File: config.mk
export PLATFORM = sky130hd
export DESIGN_NAME = fifo_chain
export DESIGN_NICKNAME = d
export VERILOG_FILES = /design/src/rtl/fifo_chain_pkg.sv /design/src/rtl/chain_ram.sv /design/src/rtl/chain_right.sv /design/src/rtl/chain_slice.sv /design/src/rtl/fifo_chain.sv
export SDC_FILE = /design/constraint.sdc
export NUM_CORES = 1
export LEC_CHECK = 0
export ABC_CLOCK_PERIOD_IN_PS = 2300
export BUFFER_PORTS_ARGS = -buffer_cell sky130_fd_sc_hd__buf_4
export CAP_MARGIN = 40
export CORE_MARGIN = 1.5
export CORE_UTILIZATION = 50
export CTS_BUF_LIST = sky130_fd_sc_hd__clkbuf_8 sky130_fd_sc_hd__clkbuf_16
export DETAILED_ROUTE_END_ITERATION = 10
export HOLD_SLACK_MARGIN = 0.06
export PLACE_DENSITY = 0.75
export SKIP_LAST_GASP = 1
export SLEW_MARGIN = 20
export SYNTH_ARGS = -nofsm -noshare
export SYNTH_HDL_FRONTEND = slang
export SYNTH_SLANG_ARGS = --single-unit
File: constraint.sdc
create_clock -name clk -period 2.3 [get_ports clk]
set_clock_uncertainty 0.2 [all_clocks]
set_input_delay 0.46 -clock clk [delete_from_list [all_inputs] [get_ports clk]]
set_output_delay 0.46 -clock clk [all_outputs]
set_load 0.03 [all_outputs]
File: src/rtl/fifo_chain_pkg.sv
package fifo_chain_pkg;

    // Two active-low pass lines between neighbouring slices.
    typedef struct packed {
        logic wr_n;
        logic rd_n;
    } xlink_t;

    localparam xlink_t XLINK_SOLO = '{wr_n: 1'b0, rd_n: 1'b0};

    // Both lines held low means no neighbour is attached.
    function automatic logic is_solo(input xlink_t x);
        return !x.wr_n && !x.rd_n;
    endfunction

endpackage

File: src/rtl/chain_ram.sv
module chain_ram #(
    parameter int WIDTH = 9,
    parameter int DEPTH = 4,
    localparam int AW = (DEPTH > 1) ? $clog2(DEPTH) : 1
) (
    input  logic             clk,
    input  logic             we,
    input  logic [AW-1:0]    waddr,
    input  logic [WIDTH-1:0] wdata,
    input  logic [AW-1:0]    raddr,
    output logic [WIDTH-1:0] rdata
);
    logic [WIDTH-1:0] cells [DEPTH];

    always_ff @(posedge clk) begin
        if (we) cells[waddr] <= wdata;
    end

    assign rdata = cells[raddr];
endmodule

File: src/rtl/chain_right.sv
// One circulating right (write or read): held bit plus outgoing pass pulse.
module chain_right (
    input  logic clk,
    input  logic rst,
    input  logic first_n,
    input  logic solo,
    input  logic pass_in,
    input  logic advance,
    output logic own,
    output logic pass_out_n
);
    logic held_q;
    logic pulse_q;

    // The right is usable already during the incoming pulse cycle.
    assign own        = solo | held_q | pass_in;
    assign pass_out_n = ~pulse_q;

    always_ff @(posedge clk) begin
        if (rst) begin
            held_q  <= ~first_n;
            pulse_q <= 1'b0;
        end else begin
            pulse_q <= advance & ~solo;
            if (advance & ~solo)
                held_q <= 1'b0;
            else if (pass_in)
                held_q <= 1'b1;
        end
    end
endmodule

File: src/rtl/chain_slice.sv
module chain_slice
    import fifo_chain_pkg::*;
#(
    parameter int WIDTH = 9,
    parameter int DEPTH = 4,
    localparam int AW = (DEPTH > 1) ? $clog2(DEPTH) : 1,
    localparam int CW = $clog2(DEPTH + 1)
) (
    input  logic             clk,
    input  logic             rst,
    input  logic             first_n,
    input  xlink_t           xin,
    output xlink_t           xout,
    input  logic             wr_en,
    input  logic [WIDTH-1:0] wr_data,
    input  logic             rd_en,
    output logic [WIDTH-1:0] rd_data,
    output logic             rd_valid,
    output logic             empty_n,
    output logic             full_n,
    output logic             wr_own,
    output logic             rd_own
);
    localparam logic [AW-1:0] LAST  = AW'(DEPTH - 1);
    localparam logic [CW-1:0] FULLC = CW'(DEPTH);

    logic             solo_q;
    logic [AW-1:0]    wptr, rptr;
    logic [CW-1:0]    count;
    logic             wr_go, rd_go;
    logic [WIDTH-1:0] ram_q;
    logic             wpass_n, rpass_n;

    // Mode is sampled while reset is held; neighbours idle high then.
    always_ff @(posedge clk) begin
        if (rst) solo_q <= is_solo(xin);
    end

    assign wr_go = wr_en & wr_own & (count != FULLC);
    assign rd_go = rd_en & rd_own & (count != '0);

    always_ff @(posedge clk) begin
        if (rst) begin
            wptr     <= '0;
            rptr     <= '0;
            count    <= '0;
            rd_valid <= 1'b0;
            rd_data  <= '0;
        end else begin
            rd_valid <= rd_go;
            if (wr_go) wptr <= (wptr == LAST) ? '0 : wptr + 1'b1;
            if (rd_go) begin
                rptr    <= (rptr == LAST) ? '0 : rptr + 1'b1;
                rd_data <= ram_q;
            end
            case ({wr_go, rd_go})
                2'b10:   count <= count + 1'b1;
                2'b01:   count <= count - 1'b1;
                default: count <= count;
            endcase
        end
    end

    chain_ram #(.WIDTH(WIDTH), .DEPTH(DEPTH)) u_ram (
        .clk   (clk),
        .we    (wr_go),
        .waddr (wptr),
        .wdata (wr_data),
        .raddr (rptr),
        .rdata (ram_q)
    );

    chain_right u_wr_right (
        .clk        (clk),
        .rst        (rst),
        .first_n    (first_n),
        .solo       (solo_q),
        .pass_in    (~xin.wr_n),
        .advance    (wr_go && (wptr == LAST)),
        .own        (wr_own),
        .pass_out_n (wpass_n)
    );

    chain_right u_rd_right (
        .clk        (clk),
        .rst        (rst),
        .first_n    (first_n),
        .solo       (solo_q),
        .pass_in    (~xin.rd_n),
        .advance    (rd_go && (rptr == LAST)),
        .own        (rd_own),
        .pass_out_n (rpass_n)
    );

    assign xout    = '{wr_n: wpass_n, rd_n: rpass_n};
    assign empty_n = (count != '0);
    assign full_n  = (count != FULLC);
endmodule

File: src/rtl/fifo_chain.sv
module fifo_chain
    import fifo_chain_pkg::*;
#(
    parameter int WIDTH  = 9,
    parameter int DEPTH  = 4,
    parameter int SLICES = 3,
    parameter bit SOLO   = 1'b0,
    localparam int NS    = SOLO ? 1 : SLICES
) (
    input  logic             clk,
    input  logic             rst,
    input  logic             wr_en,
    input  logic [WIDTH-1:0] wr_data,
    input  logic             rd_en,
    output logic [WIDTH-1:0] rd_data,
    output logic             rd_valid,
    output logic             empty_n,
    output logic             full_n
);
    logic [NS-1:0]    wpass_n, rpass_n, wr_own, rd_own;
    logic [NS-1:0]    s_empty_n, s_full_n, s_valid;
    logic [WIDTH-1:0] s_data [NS];

    for (genvar i = 0; i < NS; i++) begin : g_slice
        xlink_t link_in, link_out;

        if (SOLO) begin : g_solo
            assign link_in = XLINK_SOLO;
        end else begin : g_ring
            assign link_in = '{wr_n: wpass_n[(i + NS - 1) % NS],
                               rd_n: rpass_n[(i + NS - 1) % NS]};
        end

        chain_slice #(.WIDTH(WIDTH), .DEPTH(DEPTH)) u_slice (
            .clk      (clk),
            .rst      (rst),
            .first_n  (i != 0),
            .xin      (link_in),
            .xout     (link_out),
            .wr_en    (wr_en),
            .wr_data  (wr_data),
            .rd_en    (rd_en),
            .rd_data  (s_data[i]),
            .rd_valid (s_valid[i]),
            .empty_n  (s_empty_n[i]),
            .full_n   (s_full_n[i]),
            .wr_own   (wr_own[i]),
            .rd_own   (rd_own[i])
        );

        assign wpass_n[i] = link_out.wr_n;
        assign rpass_n[i] = link_out.rd_n;
    end

    always_comb begin
        rd_data = '0;
        for (int i = 0; i < NS; i++) begin
            if (s_valid[i]) rd_data = rd_data | s_data[i];
        end
    end

    assign rd_valid = |s_valid;
    assign empty_n  = |s_empty_n;
    assign full_n   = |s_full_n;
endmodule

# == Word level (Yosys, flattened, before mapping) ==
# Memory sizes are Yosys's and may differ from the RTL's. A register that Yosys moved wholly into a read port is not among the register bits.
# Cells that the tools add are included.
# Widths: inputs -> output; s select.
# op_classes
bitwise_logic,35
muxes,22
addsub,12
reduce_logical,24
eq_ne,15
# op_table
op,n
$mux 9,3
$and 1x1->1,18
$eq 2x2->1 const B,9
$or 9x9->9,2
$pmux 3 s2,3
$add 2x1->2 const B,6
$mux 2,6
$or 1x1->1,12
$mux 1,10
$reduce_bool 2->1,5
$add 3x1->3 const B,3
$logic_and 1x1->1,9
$ne 3x3->1 const B,3
$reduce_bool 3->1,3
$reduce_or 3->1,3
$sub 3x1->3 const B,3
$reduce_or 2->1,4
$eq 2x1->1 const B,3
$not 1->1,3
# word_totals
mem_count,3
ff_bits,39
mem_bits_rw,108
output_inout_bits,12
# mem_list
memory,words,width,read_ports,rd_clocked_by_memory_dff,wr,line_no,rtl
g_slice[0].u_slice.u_ram.cells,4,9,1,1,1,chain_ram.sv:13,logic [WIDTH-1:0] cells [DEPTH];
g_slice[1].u_slice.u_ram.cells,4,9,1,1,1,chain_ram.sv:13,
g_slice[2].u_slice.u_ram.cells,4,9,1,1,1,chain_ram.sv:13,

# == Depth between registers and ports, before layout ==
# depth
depth_word,7
ltp_mapped,10
depth_no_buf,9

# == Modules after synthesis ==
# Synthesis repeated with hierarchy kept, for this count alone.
# hier_totals
cells_unflattened,506
area_unflattened_um2,7088.0
# modules_own_cells
module,instances,cells_each,area_per_inst_um2
chain_ram,3,51,1331.3
chain_slice,3,91,792.0
chain_right,6,9,90.1
fifo_chain,1,26,177.7

# == Worst setup path after synthesis ==
# No wires, ideal clock.
# synth_timing
path_type,register to register
from,reg g_slice[0].u_slice.solo_q
to,reg g_slice[0].u_slice.count[2]
slack_ps,5
t_required_ps,2030
arrival_ps,2024
stages_incl_launch_ff,10
path_buffers,0
synth_period_minus_slack_ps,2295
cell_sequence,edfxtp_1 > nor3_1 > nor3_2 > inv_1 > ha_1 > inv_1 > fa_1 > xor2_1 > or3_1 > a21oi_1
# synth_between
elab_chain_len,6
word_cells_on_any_way,12
cone_classes,eq/ne (2); mux (1); bitwise (8); reduce/logical (1)
# synth_rtl
element,line_no,rtl
from (decl),chain_slice.sv:27,logic solo_q;
from (signal assigned),chain_slice.sv:36,if (rst) solo_q <= is_solo(xin);
$or 1x1->1 (2 in series),chain_right.sv:16,assign own = solo | held_q | pass_in;
$and 1x1->1 (on tied branches) (2 in series),"chain_slice.sv:40, chain_slice.sv:39",
$eq 2x1->1 / $eq 2x2->1 (equally long branches),chain_slice.sv:56,"case ({wr_go, rd_go})"
$pmux 3 s2 / $reduce_bool 2->1 (equally long branches),-,
to (signal assigned),chain_slice.sv:57,2'b10: count <= count + 1'b1;
to (signal assigned),chain_slice.sv:58,2'b01: count <= count - 1'b1;
to (signal assigned),chain_slice.sv:59,default: count <= count;
to (decl),chain_slice.sv:29,logic [CW-1:0] count;
# Several ways; a longest one is shown, not always the timed one.
# A chain may end at the register's enable or synchronous reset.

# == Final worst setup path ==
# layout_timing
from,reg g_slice[2].u_slice.solo_q
to,reg g_slice[2].u_slice.count[2]
# layout_between
elab_chain_len,6
word_cells_on_any_way,12
cone_classes,eq/ne (2); mux (1); bitwise (8); reduce/logical (1)
# layout_rtl
element,line_no,rtl
from (decl),chain_slice.sv:27,
from (signal assigned),chain_slice.sv:36,
$or 1x1->1 (*) (2 in series),chain_right.sv:16,
$and 1x1->1 (*) (2 in series),chain_slice.sv:40,assign rd_go = rd_en & rd_own & (count != '0);
named net g_slice[2].u_slice.rd_go,chain_slice.sv:30,"logic wr_go, rd_go;"
$eq 2x1->1 / $eq 2x2->1 (equally long branches),chain_slice.sv:56,
$pmux 3 s2 / $reduce_bool 2->1 (equally long branches),-,
to (signal assigned),chain_slice.sv:57,
to (signal assigned),chain_slice.sv:58,
to (signal assigned),chain_slice.sv:59,
to (decl),chain_slice.sv:29,
# Mark *: on every way through the listed nets, which the timed path passes. The rest lies on a longest branch.

==> results.tsv <==
stage	metric	value	unit
critical_path	path_class	reg2reg	
floorplan	dieArea	0.0150	mm²
critical_path	cp_slowest_cell	edfxtp_1	
job	cap_violations	0	
cells_and_area	n_antenna_cell	0	
critical_path	rrSetupSlack	0.08	ns
logic_synthesis	ys_warn_count	0	
clock_tree	clock_latency	0.43	ns
clock_tree	cts_sinks	174	
critical_path	cpLargestDelayFamily	adder cells	
clock_tree	hold_buffers	0	
timing	slew_headroom	0.514	
timing	worst_slew_pin_slew	0.729	ns
critical_path	cp-startpoint	g_slice[2].u_slice.solo_q	
cells_and_area	area_growth_syn_to_layout	16.2	%
pwr	vdd_drop_max	0.587	mV
critical_path	crit_path_end_kind	register	
global_routing	grt_first_pass_wirelength	23600	µm
drt	drc	0	
floorplan	core	0.0139	mm²
drt	vias	4518	
logic_synthesis	yosysTopAreaCellShare	0.467	
critical_path	cp_max_fo	5	
run_status	outcome	complete, no violations	
logic_synthesis	ys_seq_area_frac	0.644	
global_routing	grt_pass1_vias	4490	
drt	firstDrtPassIters	7	
logic_synthesis	ys_ff_latch	174	
placement	dp_hpwl	10000	µm
hold_path	hold_path_end	g_slice[2].u_slice.u_ram.cells[2][8]	
global_routing	grt_max_degree	31	
drt	vias_per_cell	5.98	
drt	antenna_left	0	
logic_synthesis	synth_fp_nets	550	
logic_synthesis	synth_top_cell_by_area	edfxtp_1	
critical_path	r2r_cells	9	
pwr	power_density	887	mW/mm²
drt	drt-initial-drc-count	495	
critical_path	start_kind	register	
timing	clock.fmax	450	MHz
timing	setup_tns	0	ns
critical_path	cp.buffers_inverters	2	
critical_path	arrival	2.38	ns
clock_tree	clockBufferDepth	2	
pwr	p_leak	2.91	nW
clock_tree	cts-root-buf	clkbuf_16	
cells_and_area	fill_cells	1041	
cells_and_area	final_cell_mix	edfxtp_1, dfxtp_1, buf_4, a21oi_1, inv_1	
cells_and_area	drive_gt1_frac	0.250	
floorplan	dieHeight	122	µm
placement	portBuffers	24	
critical_path	crit_required	2.46	ns
critical_path	worstReg2RegStart	g_slice[2].u_slice.solo_q	
critical_path	r2r-end	g_slice[2].u_slice.count[2]	
floorplan	row_count	43	
timing	slew_violations	0	
logic_synthesis	netlist_area	0.00714	mm²
logic_synthesis	netlist_instances	516	
placement	place.gp.congestion	0.823	
global_routing	grt_remaining_overflow	0	
logic_synthesis	synth_edf_count	111	
drt	wl_per_cell	19.9	µm
hold_path	min_path_type	in2reg	
critical_path	path_cells	buf_6, nor3_1, nor2_1, ha_2, inv_1, fa_1, xor2_1, or3_1, a21oi_1	
floorplan	die_w	122	µm
hold_path	min_from	wr_data[8]	
timing	setup_viol	0	
clock_tree	cts_made_buffers	17	
timing	min_period_over_period	0.966	
floorplan	start_util	0.512	
global_routing	antenna_found_initial	0	
global_routing	grt_use_total	0.214	
logic_synthesis	synth.area.top_cells	edfxtp_1, dfxtp_1, mux4_2	
floorplan	pin_count	25	
clock_tree	cts_tree	done	
logic_synthesis	synthFlopType	edfxtp_1	
clock_tree	clkTransAtPathRegs	0.06	ns
hold_path	hold_depth	1	
logic_synthesis	synth_cell_types	38	
critical_path	max_stage_delay	0.40	ns
timing	timing.final.crit_period	2.22	ns
cells_and_area	final_common_cell	edfxtp_1	
logic_synthesis	synth_area_per_cell	13.8	µm²
clock_tree	htree_levels	4	
cells_and_area	layout.nets	597	
timing	holdWs	0.109	ns
logic_synthesis	ys_async_sr_fraction	0	
drt	routed_wl	15100	µm
timing	hold_viol	0	
[per-stage QoR]
stage                     worst slack [ns]  instances  area, µm²  total power [W]   util
final                               0.0773        756       8300          0.00736  0.596
after global placement              0.0305        722       7630          0.00461  0.548
after CTS                         -0.00547        754       8220          0.00734  0.590
after floorplan                    0.00520        516       7140          0.00434      -
after detailed placement           -0.0918        722       7630          0.00466  0.548
after global routing               -0.0331        756       8300          0.00763  0.596
[timing repair]
| action | CTS | global route |
|---|---|---|
| resized for setup | 4 | 20 |
| buffers inserted | 0 | 1 |
| setup endpoints to repair | 3 | 8 |
| pin swaps | 0 | 10 |
| endpoints found under the hold margin | 0 | 0 |
[final cells by class]
type	instances	area (µm²)	share of cell area
well taps	180	225	0.0271
repair buffers	59	465	0.0561
inverters	32	120	0.0145
multi-input cells	279	2320	0.280
clock inverters	12	85.1	0.0103
flip-flops and latches	174	4600	0.554
clock buffers	20	478	0.0576
[power by group]
part	switching, W	internal (W)	total [W]
combinational	0.000581	0.000449	0.00103
clock	0.00118	0.00151	0.00269
sequential	0.000131	0.00351	0.00364
total	0.00190	0.00546	0.00736
[how the worst max path moves through the flow]
stage / endpoint / slack (ns) / cells after the start
5_1_grt: g_slice[2].u_slice.count[2] / -0.03 / 9
3_3_place_gp: g_slice[2].u_slice.count[2] / 0.03 / 10
2_1_floorplan: g_slice[0].u_slice.count[2] / 0.005 / 9
3_5_place_dp: g_slice[0].u_slice.count[2] / -0.09 / 9
6_report: g_slice[2].u_slice.count[2] / 0.08 / 9
4_1_cts: g_slice[0].u_slice.count[2] / -0.005 / 9
[synthesized netlist by cell type, drive strengths merged, types with 6 or more instances]
master / number
a21oi: 42
a222oi: 9
and2: 15
and3: 7
buf: 16
clkbuf: 15
dfxtp: 63
edfxtp: 111
ha: 18
inv: 32
mux4: 27
nand3: 30
nand4: 8
nor2: 21
nor3: 16
o21ai: 39
o31ai: 9
or3: 10
xor2: 6
[logic make-up (layout without fill, tap and decap cells)]
family,Yosys count,in the layout,share of synthesized area
AND/OR/NAND/NOR,118,118,0.0943
adder cells (fa/ha/maj),21,21,0.0400
AO/OA/AOI/OAI,107,107,0.0908
buffers and inverters,63,123,0.0389
flip-flops,174,174,0.644
multiplexers,27,27,0.0852
XOR/XNOR,6,6,0.00736
[state kept, by name, summed over array words and instances, names as in the netlist]
| signal | count |
|---|---|
| g_slice.u_slice.u_rd_right.pulse_q | 3 |
| g_slice.u_slice.rptr | 6 |
| g_slice.u_slice.u_wr_right.pulse_q | 3 |
| g_slice.u_slice.u_ram.cells | 108 |
| g_slice.u_slice.u_wr_right.held_q | 3 |
| g_slice.u_slice.rd_data | 27 |
| g_slice.u_slice.solo_q | 3 |
| g_slice.u_slice.wptr | 6 |
| g_slice.u_slice.rd_valid | 3 |
| g_slice.u_slice.count | 9 |
| g_slice.u_slice.u_rd_right.held_q | 3 |
[routing by layer]
metal  vias to the layer above  part of all wire  routed length [µm]  GRT usage
met1                      2231              0.42                6260      0.276
met4                         0             0.024                 356     0.0930
met2                       189              0.50                7520      0.341
met3                        29             0.062                 929     0.0576
met5                         -                 0                   0          0
li1                       2069                 -                   -          -
Power figures use the tool's default switching activity.
